===== src/rtl/trig_pkg.sv =====
package trig_pkg;

  localparam int CTRL_W = 18;

  typedef struct packed {
    logic       hit;
    logic [3:0] szf;
    logic       sel;
    logic [3:0] func;
    logic       en_vu;
    logic       en_vs;
    logic       en_u;
    logic       en_s;
    logic       en_m;
    logic       en_store;
    logic       en_load;
    logic       en_exec;
  } trig_ctrl_t;

  localparam logic [1:0] KIND_EXEC  = 2'd0;
  localparam logic [1:0] KIND_LOAD  = 2'd1;
  localparam logic [1:0] KIND_STORE = 2'd2;

  localparam logic [2:0] PRIV_U  = 3'd0;
  localparam logic [2:0] PRIV_S  = 3'd1;
  localparam logic [2:0] PRIV_M  = 3'd3;
  localparam logic [2:0] PRIV_VU = 3'd4;
  localparam logic [2:0] PRIV_VS = 3'd5;

  function automatic logic func_legal(input logic [3:0] f);
    case (f)
      4'd0, 4'd1, 4'd2, 4'd3, 4'd4, 4'd5,
      4'd8, 4'd9, 4'd12, 4'd13: func_legal = 1'b1;
      default:                  func_legal = 1'b0;
    endcase
  endfunction

endpackage


===== src/rtl/trig_csr.sv =====
module trig_csr
  import trig_pkg::*;
#(
  parameter int XLEN     = 32,
  parameter bit HAS_S    = 1'b1,
  parameter bit HAS_U    = 1'b1,
  parameter bit HAS_VIRT = 1'b0
) (
  input  logic            clk,
  input  logic            rst,
  input  logic            we,
  input  logic            sel_cmp,
  input  logic [XLEN-1:0] wdata,
  input  logic            set_hit,
  output trig_ctrl_t      ctrl,
  output logic [XLEN-1:0] cmp_word
);

  localparam bit WIDE = (XLEN >= 64);

  trig_ctrl_t wr_legal;
  trig_ctrl_t ctrl_next;

  always_comb begin
    wr_legal = trig_ctrl_t'(wdata[CTRL_W-1:0]);
    if (!func_legal(wr_legal.func)) wr_legal.func = 4'd0;
    case (wr_legal.szf)
      4'd0, 4'd1, 4'd2, 4'd3: ;
      4'd5:    if (!WIDE) wr_legal.szf = 4'd0;
      default: wr_legal.szf = 4'd0;
    endcase
    if (!HAS_S)    wr_legal.en_s  = 1'b0;
    if (!HAS_U)    wr_legal.en_u  = 1'b0;
    if (!HAS_VIRT) begin
      wr_legal.en_vs = 1'b0;
      wr_legal.en_vu = 1'b0;
    end
  end

  always_comb begin
    ctrl_next = ctrl;
    if (we && !sel_cmp) ctrl_next = wr_legal;
    ctrl_next.hit = ctrl_next.hit | set_hit;
  end

  always_ff @(posedge clk) begin
    if (rst) begin
      ctrl     <= '0;
      cmp_word <= '0;
    end else begin
      ctrl <= ctrl_next;
      if (we && sel_cmp) cmp_word <= wdata;
    end
  end

endmodule


===== src/rtl/trig_operand.sv =====
module trig_operand #(
  parameter int XLEN = 32
) (
  input  logic            sel_data,
  input  logic [1:0]      ev_size,
  input  logic [XLEN-1:0] ev_addr,
  input  logic [XLEN-1:0] ev_data,
  input  logic [XLEN-1:0] cmp_word,
  output logic [XLEN-1:0] val,
  output logic [XLEN-1:0] ref_word
);

  logic [XLEN-1:0] size_mask;
  logic [31:0]     nbits;

  assign nbits = 32'd8 << ev_size;

  always_comb begin
    for (int i = 0; i < XLEN; i++) begin
      size_mask[i] = (i < int'(nbits));
    end
  end

  assign val      = sel_data ? (ev_data & size_mask) : ev_addr;
  assign ref_word = sel_data ? (cmp_word & size_mask) : cmp_word;

endmodule


===== src/rtl/trig_cmp.sv =====
module trig_cmp #(
  parameter int XLEN = 32
) (
  input  logic [3:0]      func,
  input  logic [XLEN-1:0] val,
  input  logic [XLEN-1:0] ref_word,
  output logic            hit
);

  localparam int HALF = XLEN / 2;

  logic [XLEN-1:0] ign;
  logic eq, napot, ge, lt, lo_mask, hi_mask;

  // ones from bit 0 through the lowest zero bit of the compare word
  assign ign     = ref_word ^ (ref_word + {{(XLEN-1){1'b0}}, 1'b1});
  assign eq      = (val == ref_word);
  assign napot   = (((val ^ ref_word) & ~ign) == '0);
  assign ge      = (val >= ref_word);
  assign lt      = (val < ref_word);
  assign lo_mask = ((val[HALF-1:0] & ref_word[XLEN-1:HALF]) == ref_word[HALF-1:0]);
  assign hi_mask = ((val[XLEN-1:HALF] & ref_word[XLEN-1:HALF]) == ref_word[HALF-1:0]);

  always_comb begin
    case (func)
      4'd0:    hit = eq;
      4'd1:    hit = napot;
      4'd2:    hit = ge;
      4'd3:    hit = lt;
      4'd4:    hit = lo_mask;
      4'd5:    hit = hi_mask;
      4'd8:    hit = !eq;
      4'd9:    hit = !napot;
      4'd12:   hit = !lo_mask;
      4'd13:   hit = !hi_mask;
      default: hit = 1'b0;
    endcase
  end

endmodule


===== src/rtl/trig_qualify.sv =====
module trig_qualify
  import trig_pkg::*;
(
  input  logic [7:0] en,
  input  logic [3:0] szf,
  input  logic       ev_valid,
  input  logic [1:0] ev_kind,
  input  logic [2:0] ev_priv,
  input  logic [1:0] ev_size,
  output logic       ok
);

  logic kind_ok, priv_ok, size_ok;

  always_comb begin
    case (ev_kind)
      KIND_EXEC:  kind_ok = en[0];
      KIND_LOAD:  kind_ok = en[1];
      KIND_STORE: kind_ok = en[2];
      default:    kind_ok = 1'b0;
    endcase
    case (ev_priv)
      PRIV_M:  priv_ok = en[3];
      PRIV_S:  priv_ok = en[4];
      PRIV_U:  priv_ok = en[5];
      PRIV_VS: priv_ok = en[6];
      PRIV_VU: priv_ok = en[7];
      default: priv_ok = 1'b0;
    endcase
    case (szf)
      4'd0:    size_ok = 1'b1;
      4'd1:    size_ok = (ev_size == 2'd0);
      4'd2:    size_ok = (ev_size == 2'd1);
      4'd3:    size_ok = (ev_size == 2'd2);
      4'd5:    size_ok = (ev_size == 2'd3);
      default: size_ok = 1'b0;
    endcase
  end

  assign ok = ev_valid && kind_ok && priv_ok && size_ok;

endmodule


===== src/rtl/trig_match_unit.sv =====
module trig_match_unit
  import trig_pkg::*;
#(
  parameter int XLEN     = 32,
  parameter bit HAS_S    = 1'b1,
  parameter bit HAS_U    = 1'b1,
  parameter bit HAS_VIRT = 1'b0
) (
  input  logic            clk,
  input  logic            rst,
  input  logic            csr_we,
  input  logic            csr_sel,
  input  logic [XLEN-1:0] csr_wdata,
  output logic [XLEN-1:0] csr_rdata,
  input  logic            ev_valid,
  input  logic [1:0]      ev_kind,
  input  logic [2:0]      ev_priv,
  input  logic [1:0]      ev_size,
  input  logic [XLEN-1:0] ev_addr,
  input  logic [XLEN-1:0] ev_data,
  output logic            match_o
);

  trig_ctrl_t      ctrl_q;
  logic [XLEN-1:0] cmp_q;
  logic [XLEN-1:0] val, ref_word;
  logic            qual_ok, func_hit, match_now;

  trig_csr #(.XLEN(XLEN), .HAS_S(HAS_S), .HAS_U(HAS_U), .HAS_VIRT(HAS_VIRT)) u_csr (
    .clk(clk), .rst(rst), .we(csr_we), .sel_cmp(csr_sel), .wdata(csr_wdata),
    .set_hit(match_now), .ctrl(ctrl_q), .cmp_word(cmp_q)
  );

  trig_operand #(.XLEN(XLEN)) u_opnd (
    .sel_data(ctrl_q.sel), .ev_size(ev_size), .ev_addr(ev_addr), .ev_data(ev_data),
    .cmp_word(cmp_q), .val(val), .ref_word(ref_word)
  );

  trig_cmp #(.XLEN(XLEN)) u_cmp (
    .func(ctrl_q.func), .val(val), .ref_word(ref_word), .hit(func_hit)
  );

  trig_qualify u_qual (
    .en({ctrl_q.en_vu, ctrl_q.en_vs, ctrl_q.en_u, ctrl_q.en_s,
         ctrl_q.en_m, ctrl_q.en_store, ctrl_q.en_load, ctrl_q.en_exec}),
    .szf(ctrl_q.szf), .ev_valid(ev_valid), .ev_kind(ev_kind),
    .ev_priv(ev_priv), .ev_size(ev_size), .ok(qual_ok)
  );

  assign match_now = qual_ok && func_hit;

  always_ff @(posedge clk) begin
    if (rst) begin
      match_o   <= 1'b0;
      csr_rdata <= '0;
    end else begin
      match_o   <= match_now;
      csr_rdata <= csr_sel ? cmp_q : {{(XLEN-CTRL_W){1'b0}}, ctrl_q};
    end
  end

endmodule


===== config.mk =====
export PLATFORM = sky130hd
export DESIGN_NAME = trig_match_unit
export DESIGN_NICKNAME = d
export VERILOG_FILES = /design/src/rtl/trig_pkg.sv /design/src/rtl/trig_csr.sv /design/src/rtl/trig_operand.sv /design/src/rtl/trig_cmp.sv /design/src/rtl/trig_qualify.sv /design/src/rtl/trig_match_unit.sv
export SDC_FILE = /design/constraint.sdc
export NUM_CORES = 1
export LEC_CHECK = 0
export CORE_UTILIZATION = 45
export CTS_BUF_LIST = sky130_fd_sc_hd__clkbuf_4 sky130_fd_sc_hd__clkbuf_8
export DETAILED_ROUTE_END_ITERATION = 7
export MAX_ROUTING_LAYER = met4
export PLACE_DENSITY_LB_ADDON = 0.3
export REMOVE_ABC_BUFFERS = 1
export SLEW_MARGIN = 10
export SYNTH_ARGS = -nofsm -noshare
export SYNTH_HDL_FRONTEND = slang
export SYNTH_SLANG_ARGS = --single-unit

===== constraint.sdc =====
create_clock -name clk -period 4.4 [get_ports clk]
set_input_delay 1.1 -clock clk [delete_from_list [all_inputs] [get_ports clk]]
set_output_delay 1.1 -clock clk [all_outputs]
set_load 0.01 [all_outputs]

==> out/results.md <==
| Quantity | Reported |
| --- | --- |
| Antenna fix cells | 0 |
| Total of flip-flops plus latches after synthesis | 81 |
| TritonCTS clock tree | built |
| I/O pin count | 141 |
| Maximum operating frequency | 233 MHz |
| Post-Syn Area | 0.00591 mm2 |
| Yosys warns | 0 |
| Proportion of layout cells with a drive suffix above 1 | 13.7% |
| Avg Vias per Cell | 5.51 |
| Buffers added on ports | 140 |
| Via count | 6239 |
| Worst Path Max Fanout | 7 |
| Number of DRC markers after the initial detailed-route iteration | 461 |
| Effective utilization at floorplan | 46.4% |
| Number of max-cap violations | 0 |
| Insertion delay to the later sink of the worst-skew pair | 0.38 ns |
| Area enclosed by the die boundary | 0.0136 mm2 |
| Number of antenna violations at the first check in global routing | 0 |
| Remaining antenna violation count | 0 |
| EDFF count, synth | 0 |
| Quantity of hold-fixing buffers added after cts | 0 |
| Power Density | 233 mW/mm2 |
| Site row count | 41 |
| Most frequent standard cell in the layout excluding fill and tap cells | sky130_fd_sc_hd__clkdlybuf4s50_1 |
| Die boundary width | 117 um |
| Core ar. | 0.0127 mm2 |
| Setup skew after layout | 0.0169 ns |
| First-pass GRT wire length | 28400 um |
| Area added between synthesis and finish | 37.4% |
| Finish-stage setup viols | 0 |
| Share of the yosys chip area belonging to registers | 27.5% |
| Synthesized area per cell | 7.56 um2 |
| Total global-route track usage | 28.4% |
| Final Cycle Share | 97.5% |
| Kind of end point of the critical path | flop |
| Hold Vio Cnt, Final | 0 |
| Async SR Flop Fraction | 0% |
| Total overflow reported by the global router | 0 |
| Critical path launch point type | input pin |
| Power consumption | 1.89 mW |
| Number of buffers on the longest clock path | 2 |
| Via count of the first global-routing pass | 5709 |
| Routed wire length per instance | 16.6 um |
| Overall die height | 117 um |
| Synth cell types | 69 |
| Hpwl dp | 14500 um |
| Area after detailed placement | 0.00774 mm2 |
| Top_reg_cell synth | sky130_fd_sc_hd__dfxtp_1 |
| Count of pins over their slew limit | 0 |
| Net count reported at finish | 1112 |
| Final Wtd Congestion | 0.989 |
| Leakage dissipation | 3.34 nW |
| Layout Cell Area excl Fill | 0.00811 mm2 |
| Sink count of the clock tree | 81 |
| Highest-count cells in the layout ignoring fill and taps | sky130_fd_sc_hd__clkdlybuf4s50_1 (139), sky130_fd_sc_hd__nand2_1 (129), sky130_fd_sc_hd__dfxtp_1 (80) |
| Relative slew slack | 55.4% |
| Worst setup path category | in -> reg |
| Clk pin slew, worst setup/hold paths | 0.09 ns |
| Data arrival time of the critical path | 4.57 ns |
| Mapped Cells | 781 |
| Type of the worst min-delay path | reg -> reg |
| Slew at the pin closest to its max-slew limit | 0.669 ns |
| Total detailed-routing wirelength | 18800 um |
| Max IR drop VDD | 0.000234 V |
| Period minus WS final | 4.29 ns |
| Clock root buffer | sky130_fd_sc_hd__clkbuf_8 |
| DRC viols | 0 |
| Maximum level of the CTS H-tree | 3 |
| Drt pass-1 iters | 5 |
| Worst endpoint required time | 4.68 ns |
| Largest net degree at the start of global routing | 45 |
| Clock buffer count from CTS | 9 |
| Status | completed |
## kinds of logic after synthesis
group,count (synthesis),synth area share [%]
and+or+nand+nor,330,28.9
AOI/OAI and AO/OA,173,17.8
buffers and inverters,106,8.58
DFF,81,27.5
adders and majority gates,48,10.2
muxes,29,5.02
xor gates and xnor gates,14,2.08
## metal layers
| layer | wire length, um | global-route usage (%) | vias to the layer above |
|---|---|---|---|
| li1 | - | - | 3077 |
| met1 | 8250 | 35.3 | 2894 |
| met2 | 8800 | 45.8 | 211 |
| met3 | 1120 | 3.48 | 57 |
| met4 | 635 | 13.1 | 0 |
| met5 | 0 | - | - |
## critical path, stage by stage
cell                              delay (ns)
sky130_fd_sc_hd__clkdlybuf4s50_1        0.47
sky130_fd_sc_hd__buf_6                  0.15
sky130_fd_sc_hd__and2_4                 0.19
sky130_fd_sc_hd__buf_12                 0.11
sky130_fd_sc_hd__nand2_1                0.04
sky130_fd_sc_hd__o21ai_0                0.13
sky130_fd_sc_hd__ha_1                   0.33
sky130_fd_sc_hd__nor4_2                 0.27
sky130_fd_sc_hd__buf_4                  0.17
sky130_fd_sc_hd__and4_4                 0.23
sky130_fd_sc_hd__nand2_1                0.07
sky130_fd_sc_hd__xnor2_1                0.13
sky130_fd_sc_hd__a221oi_1               0.26
sky130_fd_sc_hd__o221ai_1               0.16
sky130_fd_sc_hd__a211o_1                0.24
sky130_fd_sc_hd__a211o_1                0.29
sky130_fd_sc_hd__a31o_1                 0.22
## Yosys cell counts, types with 3 or more instances
library cell | n | area [um2]
sky130_fd_sc_hd__and3b_1 | 7 | 61.3
sky130_fd_sc_hd__nand2_1 | 129 | 484
sky130_fd_sc_hd__and2_1 | 30 | 188
sky130_fd_sc_hd__nor2b_1 | 10 | 62.6
sky130_fd_sc_hd__buf_2 | 4 | 20.0
sky130_fd_sc_hd__inv_1 | 54 | 203
sky130_fd_sc_hd__nor4b_1 | 3 | 26.3
sky130_fd_sc_hd__o21ai_0 | 37 | 185
sky130_fd_sc_hd__and3_1 | 11 | 68.8
sky130_fd_sc_hd__or4_1 | 4 | 30.0
sky130_fd_sc_hd__a211o_1 | 3 | 26.3
sky130_fd_sc_hd__a21oi_1 | 69 | 345
sky130_fd_sc_hd__and4_1 | 3 | 26.3
sky130_fd_sc_hd__a31oi_1 | 13 | 81.3
sky130_fd_sc_hd__ha_1 | 48 | 601
sky130_fd_sc_hd__nor4_1 | 14 | 87.6
sky130_fd_sc_hd__nor3b_1 | 4 | 30.0
sky130_fd_sc_hd__o22ai_1 | 4 | 25.0
sky130_fd_sc_hd__nand2b_1 | 4 | 25.0
sky130_fd_sc_hd__nor3_1 | 9 | 45.0
sky130_fd_sc_hd__mux2_2 | 5 | 56.3
sky130_fd_sc_hd__buf_6 | 6 | 67.6
sky130_fd_sc_hd__dfxtp_1 | 81 | 1620
sky130_fd_sc_hd__a22oi_1 | 6 | 45.0
sky130_fd_sc_hd__xnor2_1 | 6 | 52.6
sky130_fd_sc_hd__clkbuf_1 | 28 | 105
sky130_fd_sc_hd__o21bai_1 | 3 | 22.5
sky130_fd_sc_hd__a21o_1 | 6 | 45.0
sky130_fd_sc_hd__xor2_1 | 8 | 70.1
sky130_fd_sc_hd__and3_2 | 5 | 37.5
sky130_fd_sc_hd__nand4_1 | 15 | 93.8
sky130_fd_sc_hd__clkbuf_8 | 3 | 41.3
sky130_fd_sc_hd__nand3b_1 | 7 | 52.6
sky130_fd_sc_hd__nor2_1 | 48 | 180
sky130_fd_sc_hd__nand3_1 | 15 | 75.1
sky130_fd_sc_hd__mux2i_1 | 24 | 240
sky130_fd_sc_hd__buf_4 | 7 | 52.6
sky130_fd_sc_hd__o211ai_1 | 4 | 30.0
## state kept, by name, summed over array words and instances, names as in the netlist
name	flops
csr_rdata	32
match_o	1
u_csr.cmp_word	32
u_csr.ctrl	16
## worst paths after layout
path              slack [ns]           start  cells after the start        endpoint
setup / recovery        0.11      ev_size[1]                     17  u_csr.ctrl[17]
hold / removal          0.48   u_csr.ctrl[0]                      2   u_csr.ctrl[0]
setup reg to reg        0.80  u_csr.ctrl[12]                     13  u_csr.ctrl[17]
hold reg to reg         0.48   u_csr.ctrl[0]                      2   u_csr.ctrl[0]
## power by group
part / switching, mW / internal [mW]
logic: 0.245 / 0.282
clock network: 0.299 / 0.266
registers: 0.0410 / 0.757
## stage by stage
| stage | worst slack [ns] | instances | TNS [ns] | hold WS (ns) | utilization, % |
|---|---|---|---|---|---|
| global placement | -0.502 | 1109 | -0.970 | 0.459 | 60.8 |
| CTS | 0.0199 | 1125 | 0 | 0.476 | 62.5 |
| global route | -0.0621 | 1133 | -0.0872 | 0.494 | 63.8 |
| floorplan | -0.229 | 729 | -0.422 | 0.438 | - |
| detailed placement | -0.615 | 1109 | -1.18 | 0.463 | 60.8 |
| finish | 0.108 | 1133 | 0 | 0.476 | 63.8 |
## repair_timing
action / CTS / global route
resized for setup: 5 / 24
gates cloned: 0 / 2
endpoints found under the setup margin: 2 / 2
buffers inserted: 0 / 6
pin swaps: 2 / 16
## cell type report
cell class	instances	area [um2]
clock inverter	7	76.3
multi-input combinational	595	3880
clock buffer	9	124
fill	1170	4610
inverter	54	203
timing repair buffer	215	1990
tap	172	215
sequential	81	1620
Power figures use the tool's default switching activity.
